### config.mk
export PLATFORM = sky130hd
export DESIGN_NAME = subgraph_dispatch
export DESIGN_NICKNAME = d
export VERILOG_FILES = /design/src/rtl/sgd_pkg.sv /design/src/rtl/sgd_table.sv /design/src/rtl/sgd_seq.sv /design/src/rtl/subgraph_dispatch.sv
export SDC_FILE = /design/constraint.sdc
export NUM_CORES = 2
export LEC_CHECK = 0
export CORE_MARGIN = 2
export CORE_UTILIZATION = 35
export DETAILED_ROUTE_END_ITERATION = 8
export GPL_TIMING_DRIVEN = 0
export SKIP_CTS_REPAIR_TIMING = 1
export SLEW_MARGIN = 10
export SYNTH_ARGS = -nofsm -noshare
export SYNTH_HDL_FRONTEND = slang
export SYNTH_SLANG_ARGS = --single-unit
### constraint.sdc
create_clock -name clk_i -period 6.3 [get_ports clk_i]
set_input_delay 1.26 -clock clk_i [delete_from_list [all_inputs] [get_ports clk_i]]
set_output_delay 1.26 -clock clk_i [all_outputs]
set_load 0.03 [all_outputs]
### src/rtl/sgd_pkg.sv
package sgd_pkg;
  localparam int SGD_ENTRIES = 16;
  localparam int SGD_IDX_W   = $clog2(SGD_ENTRIES);
  localparam int SGD_PC_W    = 32;
  localparam int SGD_TAG_W   = SGD_PC_W - 2 - SGD_IDX_W;
  localparam int SGD_MAX_IN  = 6;
  localparam int SGD_REG_W   = 5;
  localparam int SGD_CNT_W   = 3;
  localparam int SGD_CFG_W   = 4;
  localparam int SGD_PAIR_W  = $clog2((SGD_MAX_IN + 1) / 2);
  localparam int SGD_REGS_W  = SGD_MAX_IN * SGD_REG_W;

  typedef struct packed {
    logic                  live;
    logic [SGD_TAG_W-1:0]  tag;
    logic [SGD_PC_W-1:0]   tgt;
    logic [SGD_CNT_W-1:0]  cnt;
    logic [SGD_REGS_W-1:0] regs;
    logic [SGD_CFG_W-1:0]  cfg;
  } sgd_entry_t;
endpackage

### src/rtl/sgd_table.sv
module sgd_table
  import sgd_pkg::*;
(
  input  logic                 clk_i,
  input  logic                 rst_ni,
  input  logic                 wr_en_i,
  input  logic [SGD_IDX_W-1:0] wr_idx_i,
  input  sgd_entry_t           wr_entry_i,
  input  logic [SGD_IDX_W-1:0] rd_idx_i,
  output sgd_entry_t           rd_entry_o
);
  sgd_entry_t mem_q [SGD_ENTRIES];

  always_ff @(posedge clk_i or negedge rst_ni) begin
    if (!rst_ni) begin
      for (int i = 0; i < SGD_ENTRIES; i++) mem_q[i] <= '0;
    end else if (wr_en_i) begin
      mem_q[wr_idx_i] <= wr_entry_i;
    end
  end

  // read sees pre-write contents in a write cycle
  assign rd_entry_o = mem_q[rd_idx_i];
endmodule

### src/rtl/sgd_seq.sv
module sgd_seq
  import sgd_pkg::*;
(
  input  logic                  clk_i,
  input  logic                  rst_ni,
  input  logic                  start_i,
  input  logic [SGD_CNT_W-1:0]  cnt_i,
  input  logic [SGD_REGS_W-1:0] regs_i,
  input  logic [SGD_CFG_W-1:0]  cfg_i,
  output logic [SGD_REG_W-1:0]  rd_addr_a_o,
  output logic [SGD_REG_W-1:0]  rd_addr_b_o,
  input  logic [SGD_PC_W-1:0]   rd_data_a_i,
  input  logic [SGD_PC_W-1:0]   rd_data_b_i,
  output logic                  beat_o,
  output logic [SGD_PAIR_W-1:0] pair_o,
  output logic [SGD_PC_W-1:0]   opnd_a_o,
  output logic [SGD_PC_W-1:0]   opnd_b_o,
  output logic                  last_o,
  output logic [SGD_CFG_W-1:0]  cfg_o,
  output logic                  stall_o
);
  localparam int POS_W = SGD_CNT_W + 1;

  logic                  busy_q;
  logic [SGD_PAIR_W-1:0] pair_q;
  logic [SGD_CNT_W-1:0]  cnt_q;
  logic [SGD_REG_W-1:0]  regs_q [SGD_MAX_IN];
  logic [SGD_CFG_W-1:0]  cfg_q;

  logic [POS_W-1:0] pos_a, pos_b, cnt_x;
  logic [SGD_REG_W-1:0] sel_a, sel_b;
  logic live_a, live_b, last;

  always_comb begin
    pos_a = POS_W'(pair_q) << 1;
    pos_b = pos_a + 1'b1;
    cnt_x = POS_W'(cnt_q);
    live_a = pos_a < cnt_x;
    live_b = pos_b < cnt_x;
    last   = (pos_a + POS_W'(2)) >= cnt_x;
    sel_a = '0;
    sel_b = '0;
    for (int i = 0; i < SGD_MAX_IN; i++) begin
      if (pos_a == POS_W'(i)) sel_a = regs_q[i];
      if (pos_b == POS_W'(i)) sel_b = regs_q[i];
    end
  end

  assign rd_addr_a_o = live_a ? sel_a : '0;
  assign rd_addr_b_o = live_b ? sel_b : '0;
  assign opnd_a_o    = live_a ? rd_data_a_i : '0;
  assign opnd_b_o    = live_b ? rd_data_b_i : '0;
  assign beat_o      = busy_q;
  assign pair_o      = pair_q;
  assign last_o      = busy_q && last;
  assign cfg_o       = cfg_q;
  assign stall_o     = busy_q && !last;

  always_ff @(posedge clk_i or negedge rst_ni) begin
    if (!rst_ni) begin
      busy_q <= 1'b0;
      pair_q <= '0;
      cnt_q  <= '0;
      cfg_q  <= '0;
      for (int i = 0; i < SGD_MAX_IN; i++) regs_q[i] <= '0;
    end else if (start_i) begin
      busy_q <= 1'b1;
      pair_q <= '0;
      cnt_q  <= (cnt_i > SGD_CNT_W'(SGD_MAX_IN)) ? SGD_CNT_W'(SGD_MAX_IN) : cnt_i;
      cfg_q  <= cfg_i;
      for (int i = 0; i < SGD_MAX_IN; i++)
        regs_q[i] <= regs_i[i*SGD_REG_W +: SGD_REG_W];
    end else if (busy_q) begin
      if (last) busy_q <= 1'b0;
      else      pair_q <= pair_q + 1'b1;
    end
  end
endmodule

### src/rtl/subgraph_dispatch.sv
module subgraph_dispatch
  import sgd_pkg::*;
(
  input  logic                  clk_i,
  input  logic                  rst_ni,
  input  logic                  fetch_valid_i,
  input  logic                  fetch_special_i,
  input  logic [SGD_PC_W-1:0]   fetch_pc_i,
  input  logic [SGD_PC_W-1:0]   fetch_tgt_i,
  output logic [SGD_PC_W-1:0]   next_pc_o,
  output logic                  redirect_o,
  output logic                  link_we_o,
  output logic [SGD_PC_W-1:0]   link_val_o,
  output logic                  stall_o,
  output logic [SGD_REG_W-1:0]  rd_addr_a_o,
  output logic [SGD_REG_W-1:0]  rd_addr_b_o,
  input  logic [SGD_PC_W-1:0]   rd_data_a_i,
  input  logic [SGD_PC_W-1:0]   rd_data_b_i,
  output logic                  opnd_valid_o,
  output logic [SGD_PAIR_W-1:0] opnd_pair_o,
  output logic [SGD_PC_W-1:0]   opnd_a_o,
  output logic [SGD_PC_W-1:0]   opnd_b_o,
  output logic                  opnd_last_o,
  output logic [SGD_CFG_W-1:0]  opnd_cfg_o,
  input  logic                  fill_en_i,
  input  logic [SGD_IDX_W-1:0]  fill_idx_i,
  input  logic                  fill_live_i,
  input  logic [SGD_TAG_W-1:0]  fill_tag_i,
  input  logic [SGD_PC_W-1:0]   fill_tgt_i,
  input  logic [SGD_CNT_W-1:0]  fill_cnt_i,
  input  logic [SGD_REGS_W-1:0] fill_regs_i,
  input  logic [SGD_CFG_W-1:0]  fill_cfg_i
);
  sgd_entry_t wr_entry, rd_entry;
  logic [SGD_IDX_W-1:0] look_idx;
  logic [SGD_TAG_W-1:0] look_tag;
  logic accept, hit, stall;
  logic unused_pc_lsb;

  assign unused_pc_lsb = ^fetch_pc_i[1:0];
  assign look_idx = fetch_pc_i[SGD_IDX_W+1:2];
  assign look_tag = fetch_pc_i[SGD_PC_W-1:SGD_IDX_W+2];

  assign wr_entry = '{live: fill_live_i, tag: fill_tag_i, tgt: fill_tgt_i,
                      cnt: fill_cnt_i, regs: fill_regs_i, cfg: fill_cfg_i};

  sgd_table u_table (
    .clk_i      (clk_i),
    .rst_ni     (rst_ni),
    .wr_en_i    (fill_en_i),
    .wr_idx_i   (fill_idx_i),
    .wr_entry_i (wr_entry),
    .rd_idx_i   (look_idx),
    .rd_entry_o (rd_entry)
  );

  // special opcodes only, and never while a gather holds fetch
  assign accept = fetch_valid_i && fetch_special_i && !stall;
  assign hit    = rd_entry.live && (rd_entry.tag == look_tag) && (rd_entry.tgt == fetch_tgt_i);

  sgd_seq u_seq (
    .clk_i       (clk_i),
    .rst_ni      (rst_ni),
    .start_i     (accept && hit),
    .cnt_i       (rd_entry.cnt),
    .regs_i      (rd_entry.regs),
    .cfg_i       (rd_entry.cfg),
    .rd_addr_a_o (rd_addr_a_o),
    .rd_addr_b_o (rd_addr_b_o),
    .rd_data_a_i (rd_data_a_i),
    .rd_data_b_i (rd_data_b_i),
    .beat_o      (opnd_valid_o),
    .pair_o      (opnd_pair_o),
    .opnd_a_o    (opnd_a_o),
    .opnd_b_o    (opnd_b_o),
    .last_o      (opnd_last_o),
    .cfg_o       (opnd_cfg_o),
    .stall_o     (stall)
  );

  assign stall_o    = stall;
  assign redirect_o = accept && !hit;
  assign link_we_o  = accept && !hit;
  assign link_val_o = fetch_pc_i;

  always_comb begin
    if (stall)           next_pc_o = fetch_pc_i;
    else if (redirect_o) next_pc_o = fetch_tgt_i;
    else                 next_pc_o = fetch_pc_i + SGD_PC_W'(4);
  end
endmodule

After elaboration in Yosys (flattened, before gate mapping)
Index checks and enable logic that the tools add are counted.
{ "word_totals": {"regBits": 1576, "output_inout_bits": 149, "in_bits": 233} }
{ "classes": {"n_lt_le_gt_ge": 7, "n_addsub": 4, "n_mux": 28, "n_reduce_logical": 16, "n_eq_ne": 10, "bitwise_logic": 2} }
{ "ops": {"columns": ["op", "n"], "rows": [
  ["bitwise mux 1536 bit", 1],
  ["binary-select mux 96 bit (select 4 bit)", 1],
  ["demux 96 bit (select 4 bit)", 1],
  ["2-to-1 mux 96 bit", 3],
  ["2-to-1 mux 32 bit", 4],
  ["2-to-1 mux 5 bit", 11],
  ["adder 32 x 3 -> 32 bit, second input constant", 1],
  ["equality test 32 bit", 1],
  ["equality test 26 bit", 1],
  ["greater-or-equal comparator 5 bit, second input constant", 2],
  ["inverter 4 -> 5 bit", 2],
  ["logical AND 1 bit", 9],
  ["equality test 4 x 2 -> 1 bit, second input constant", 2],
  ["equality test 4 x 3 -> 1 bit, second input constant", 2],
  ["logical NOT 4 bit", 2],
  ["2-to-1 mux 2 bit", 3],
  ["< comparator 5 x 1 -> 1 bit, second input constant", 1],
  ["adder 3 x 1 -> 4 bit, second input constant", 1],
  ["adder 3 x 2 -> 4 bit, second input constant", 1],
  ["equality test 4 x 1 -> 1 bit, second input constant", 1],
  ["greater-or-equal comparator 4 x 3 -> 1 bit", 1],
  ["< comparator 4 x 3 -> 1 bit", 1],
  ["> comparator 3 bit, second input constant", 1],
  ["logical NOT 1 bit", 3],
  ["other kinds (9)", 11]
]} }

Logic depth before layout (Yosys ltp)
{ "depth": {"word_depth": 11, "mapped_depth": 17, "depth_no_buf": 11} }

Modules after synthesis
From an unflattened synthesis, not the netlist that was laid out.
{ "hier_totals": {"hier_cells": 4716, "area_unflattened_um2": 72738.5} }
{ "modules_own_cells": {"columns": ["module", "instances", "area_each_um2", "seq_area_each_um2", "cells_per_inst"], "rows": [
  ["sgd_table", 1, 68310.5, 38436.9, 4164],
  ["sgd_seq", 1, 2387.3, 1001.0, 233],
  ["subgraph_dispatch", 1, 2040.7, 0.0, 319]
]} }

Worst setup path after synthesis
Ideal clock, no wire load.
{ "synth_path": {"path_type": "input to output", "start": "input fetch_pc_i[2]", "end": "output next_pc_o[10]", "arrival_time_ns": 4.613, "setup_slack_ns": 0.427, "t_required_ns": 5.040, "stages": 16, "path_cell_list": "buf_6 > buf_6 > buf_6 > buf_4 > buf_2 > mux2i_1 > mux2i_1 > xor2_1 > nor4_1 > o211ai_1 > nor4_4 > a31oi_4 > nand2_2 > inv_2 > buf_6 > o21ai_0"} }
{ "synth_between": {"elab_chain_cells": 11} }
{ "synth_lines": {"columns": ["item", "line", "rtl"], "rows": [
  ["from (decl)", "subgraph_dispatch.sv:8", "input logic [SGD_PC_W-1:0] fetch_pc_i,"],
  ["inverter 4 -> 5 bit (implied by the code)", "sgd_table.sv:23", "assign rd_entry_o = mem_q[rd_idx_i];"],
  ["binary-select mux 96 bit (select 4 bit)", "sgd_table.sv:23", null],
  ["2-to-1 mux 96 bit (implied by the code) (2 in a row)", "sgd_table.sv:23", null],
  ["equality test 26 bit", "subgraph_dispatch.sv:59", "assign hit = rd_entry.live && (rd_entry.tag == look_tag) && (rd_entry.tgt == fetch_tgt_i);"],
  ["logical AND 1 bit (2 in a row)", "subgraph_dispatch.sv:59", null],
  ["logical NOT 1 bit", "subgraph_dispatch.sv:82", "assign redirect_o = accept && !hit;"],
  ["logical AND 1 bit", "subgraph_dispatch.sv:82", null],
  ["2-to-1 mux 32 bit *", "subgraph_dispatch.sv:88", "else if (redirect_o) next_pc_o = fetch_tgt_i;"],
  ["2-to-1 mux 32 bit *", "subgraph_dispatch.sv:87", "if (stall) next_pc_o = fetch_pc_i;"],
  ["to (decl)", "subgraph_dispatch.sv:10", "output logic [SGD_PC_W-1:0] next_pc_o,"]
]} }
Mark *: on every way between the ends. The rest lies on a longest branch, timed or not. The select of a mux whose other input is x is not followed.

Worst setup path in the final report
{ "layout_path": {"start": "input fetch_pc_i[5]", "end": "output next_pc_o[4]"} }
{ "layout_between": {"elab_chain_cells": 11} }
{ "layout_lines": {"columns": ["item", "line"], "rows": [
  ["inverter 4 -> 5 bit (implied by the code) *", "sgd_table.sv:23"],
  ["binary-select mux 96 bit (select 4 bit) *", "sgd_table.sv:23"],
  ["2-to-1 mux 96 bit (implied by the code) * (2 in a row)", "sgd_table.sv:23"],
  ["equality test 26 bit", "subgraph_dispatch.sv:59"],
  ["logical AND 1 bit", "subgraph_dispatch.sv:59"],
  ["logical AND 1 bit *", "subgraph_dispatch.sv:59"],
  ["logical NOT 1 bit *", "subgraph_dispatch.sv:82"],
  ["logical AND 1 bit *", "subgraph_dispatch.sv:82"],
  ["2-to-1 mux 32 bit *", "subgraph_dispatch.sv:88"],
  ["2-to-1 mux 32 bit *", "subgraph_dispatch.sv:87"]
]} }
Marks and branches as above.

==> key figures <==
Logic synthesis
  – Post-synthesis sequential area ratio: 52.9%
  – Dominant synthesized flop cell: dfrtp_1
  – Yosys reg bits: approximately 1600
  – Synthesized area per cell: 14.8 um2
  – Cells after synthesis: 5047
  – Netlist cell types: 74
  – Synth warnings: 0
  – Fraction of registers with async set/reset: 100%
  – Cell Area, Synth: roughly 75000 um2
  – Post-synth EDFFs: 0
  – Post-Syn Nets: 5290

Clock tree
  – H-tree levels: 4
  – Clk sink count: 1576
  – CTS buffer count: 172
  – Clock Latency Late Sink: 0.87 ns
  – CTS tree: done
  – Clock transition at path regs: 0.06 ns
  – Clk root buf: clkbuf_16
  – Max clock buf depth: 3

Global routing
  – Total track usage: approximately a quarter
  – Initial antenna violation count: between 50 and 60
  – Global-route wire length before repair: 403000 um
  – Grt met2 use: roughly 41%
  – Met1 Use GR: between 30% and 40%
  – Gr ovfl total: 0
  – Vias in the first global route: 49800
  – GRT busiest layer: met2
  – Met3 usage: ~6.4%
  – Largest net degree at the start of global routing: 169

STA
  – Final-report hold violation count: 0
  – Worst relative slew slack: 10.7%
  – Setup Skew: 0.0810 ns
  – Final critical-path required period: about 6.7 ns
  – Highest clock rate: 150 MHz
  – RSZ-0062 raised after global routing: true
  – Setup_tns: -10.68 ns
  – Slew @ Worst Pin: 1.34 ns
  – Tcrit/Tclk final: 106%
  – Max-slew violations: 0
  – Final setup vio count: 34
  – Fin worst setup slack: -0.371 ns

Power
  – Peak supply drop: approximately 0.31 mV
  – Pleak: 38.5 nW
  – Total power divided by cell area: 333 nW/um2
  – Power consumption: slightly above 30 mW

Outcome
  – Failing checks: negative setup slack
  – Status: finished with violations

Setup path
  – Critical path's slowest cell: nor4_4
  – CP Data Required Time: 5.04 ns
  – Cell mode on critical path: clkbuf_4
  – WP data arrival: 5.41 ns
  – R2r setup slk: around 1.8 ns
  – Slowest cell delay on critical path: 0.60 ns
  – Crit path launch type: input port
  – CP Class: input port to primary output
  – Max FO, Critical Path: 10
  – CP Cell Sequence: clkbuf_4 > inv_1 > clkbuf_4 > clkbuf_4 > o31a_1 > a31oi_4 > nor4_4 > nand4_1 > nor4_4 > buf_12 > a31oi_4 > nand2_4 > inv_8 > buf_6 > o21ai_0 > buf_4
  – CP Capture Type: primary output

Drt
  – Wirelength per Cell: 33.9 um
  – Post-Route WL: a little under 300000 um
  – DR pass1 iterations: 6
  – # DRC: 0
  – DR vias: approximately 50000
  – DR iter-0 viols: about 5300
  – ANT nets after route: 0
  – Post-DR vias/cell: 5.74

Floorplan
  – CORE AREA: 212000 um2
  – Die Height: around 470 um
  – Die Width: 466 um
  – Ports: 382
  – Die area: between 200000 and 250000 um2
  – Core Rows: 169
  – Initial Utilization: 35.2%

Final layout
  – Final Instance Area: just over 90000 um2
  – Area growth, synth to finish: 22.4%
  – Number of nets in the layout: 5983
  – Number of fill cells in the layout: around 19000
  – Share of cells above drive strength 1: 45.3%

Placement
  – DPL Wire Length: 202000 um
  – IO Port Bufs: between 300 and 400
  – Dpl cell area: approximately 82000 um2
  – Routability congestion estimate from global placement: 1.02

Worst hold path
  – Worst Hold Class: input port to async pin

Flow run
  – Max Cap Violations: 0
## metal layers
| layer | routed length (um) | vias up |
|---|---|---|
| met3 | 24400 | 652 |
| met4 | 15200 | 30 |
| met5 | 200 | - |
| li1 | - | 20100 |
| met1 | 120000 | 27000 |
| met2 | 136000 | 2228 |
## synthesized netlist by cell type, drive strengths merged, types with 4 or more instances
cell type     n  share of area [%]
a21o          4              0.040
o21ai        47               0.32
nand3b        4              0.040
a221o         5              0.067
clkbuf      313                1.6
a31o          4              0.047
nand2        82               0.42
o2111ai       8              0.094
a31oi        19               0.18
xnor2        31               0.36
a21oi        41               0.28
mux2i       209                2.8
o31ai         9              0.091
o211ai        5              0.050
o31a          4              0.047
mux4        319                9.6
o22ai        28               0.23
and2         72               0.60
a2111oi       4              0.047
and3         13               0.11
nor2b        21               0.18
a221oi       18               0.22
o221ai        4              0.047
nand4        14               0.12
nor4         19               0.22
a211oi       18               0.18
dfrtp      1576                 53
nor2         81               0.41
nor3         17               0.11
mux2       1616                 24
a311oi        4              0.047
a22o         18               0.21
or3           9              0.076
xor2         26               0.31
nand3        57               0.38
ha            9               0.15
nand2b       20               0.17
a22oi        64               0.64
buf         155                1.5
inv          44               0.22
## metrics by stage
step	hold WS [ns]	instances	util, %	worst slack, ns
3_5_place_dp	0.479	8262	38.9	-4.19
3_3_place_gp	0.473	8243	38.6	-67.20
6_report	0.308	8716	43.1	-0.371
4_1_cts	0.309	8576	41.6	-4.22
2_1_floorplan	0.458	5047	-	0.427
5_1_grt	0.334	8711	43.1	-0.286
## worst max-delay path: cells and delay by family
family | cells | cell delay (ns)
buffers and inverters | 8 | 1.97
AND/OR/NAND/NOR | 4 | 1.30
AO/OA/AOI/OAI | 4 | 0.84
## flip-flops by register name, summed over array words and instances (netlist names)
name	flops
u_seq.cnt_q	3
u_seq.regs_q	30
u_seq.cfg_o	4
u_seq.beat_o	1
u_seq.pair_o	2
u_table.mem_q	1536
## area by class of cell
type / instances / area (um2) / share of cell area (%)
antenna: 15 / 37.5 / 0.0411
buffer: 466 / 3330 / 3.65
clock buffer: 263 / 5110 / 5.60
clock inverter: 51 / 724 / 0.794
inverter: 44 / 176 / 0.193
multi-input combinational: 2960 / 33500 / 36.7
sequential: 1576 / 39400 / 43.2
tap: 2821 / 3530 / 3.87
timing repair buffer: 520 / 5450 / 5.97
## path summary, 6_finish.rpt
path,from,cells after the start,to
setup / recovery,fetch_pc_i[5],16,next_pc_o[4]
hold / removal,rst_ni,1,u_table.mem_q[647]
setup reg to reg,u_table.mem_q[65],14,u_seq.regs_q[11]
hold reg to reg,u_seq.regs_q[12],1,u_seq.regs_q[12]
max in group asynchronous,rst_ni,6,u_table.mem_q[1339]
min in group clk_i,u_seq.regs_q[12],1,u_seq.regs_q[12]
## cell usage in the layout (no fill, tap or decap), types with 13 or more instances in the layout
master           count
nand3_1             55
dfrtp_1           1575
buf_6               46
diode_2             15
a22o_1              18
clkbuf_2            14
clkdlybuf4s50_1    336
xnor2_1             25
nand2b_1            18
clkinv_2            24
o22ai_1             24
mux2i_2             13
buf_12              45
nand4_1             14
buf_4              149
buf_8               16
mux2i_1            188
buf_2               20
xor2_1              20
clkbuf_16          180
mux2_2            1590
clkbuf_8            45
and2_1              72
a22oi_1             55
a211oi_1            14
and3_1              13
inv_1               42
o21ai_0             27
clkbuf_1           332
nor3_1              15
nor2_1              66
nor2b_1             16
nand2_1             77
mux4_2             319
a31oi_1             16
buf_16              38
buf_1               15
mux2_1              26
a21oi_1             38
## kinds of logic (layout without fill, tap and decap cells)
| logic type | count (synthesis) | after routing | synth area share (%) |
|---|---|---|---|
| flip-flops | 1576 | 1576 | 52.9 |
| adder cells (fa/ha/maj) | 10 | 10 | 0.178 |
| other | 0 | 15 | 0 |
| AND/OR/NAND/NOR | 423 | 423 | 2.98 |
| buffers and inverters | 512 | 1344 | 3.30 |
| multiplexers | 2144 | 2144 | 36.9 |
| AO/OA/AOI/OAI | 325 | 326 | 3.11 |
| XOR/XNOR | 57 | 57 | 0.670 |
## power by group
group | internal [mW] | total (mW) | switching, mW | leakage (nW)
clock network | 5.96 | 10.4 | 4.46 | 2.84
logic | 3.46 | 6.39 | 2.93 | 16.3
registers | 12.4 | 13.6 | 1.15 | 19.4
total | 21.8 | 30.4 | 8.54 | 38.5
No activity file was read; power rests on OpenSTA's default activity.
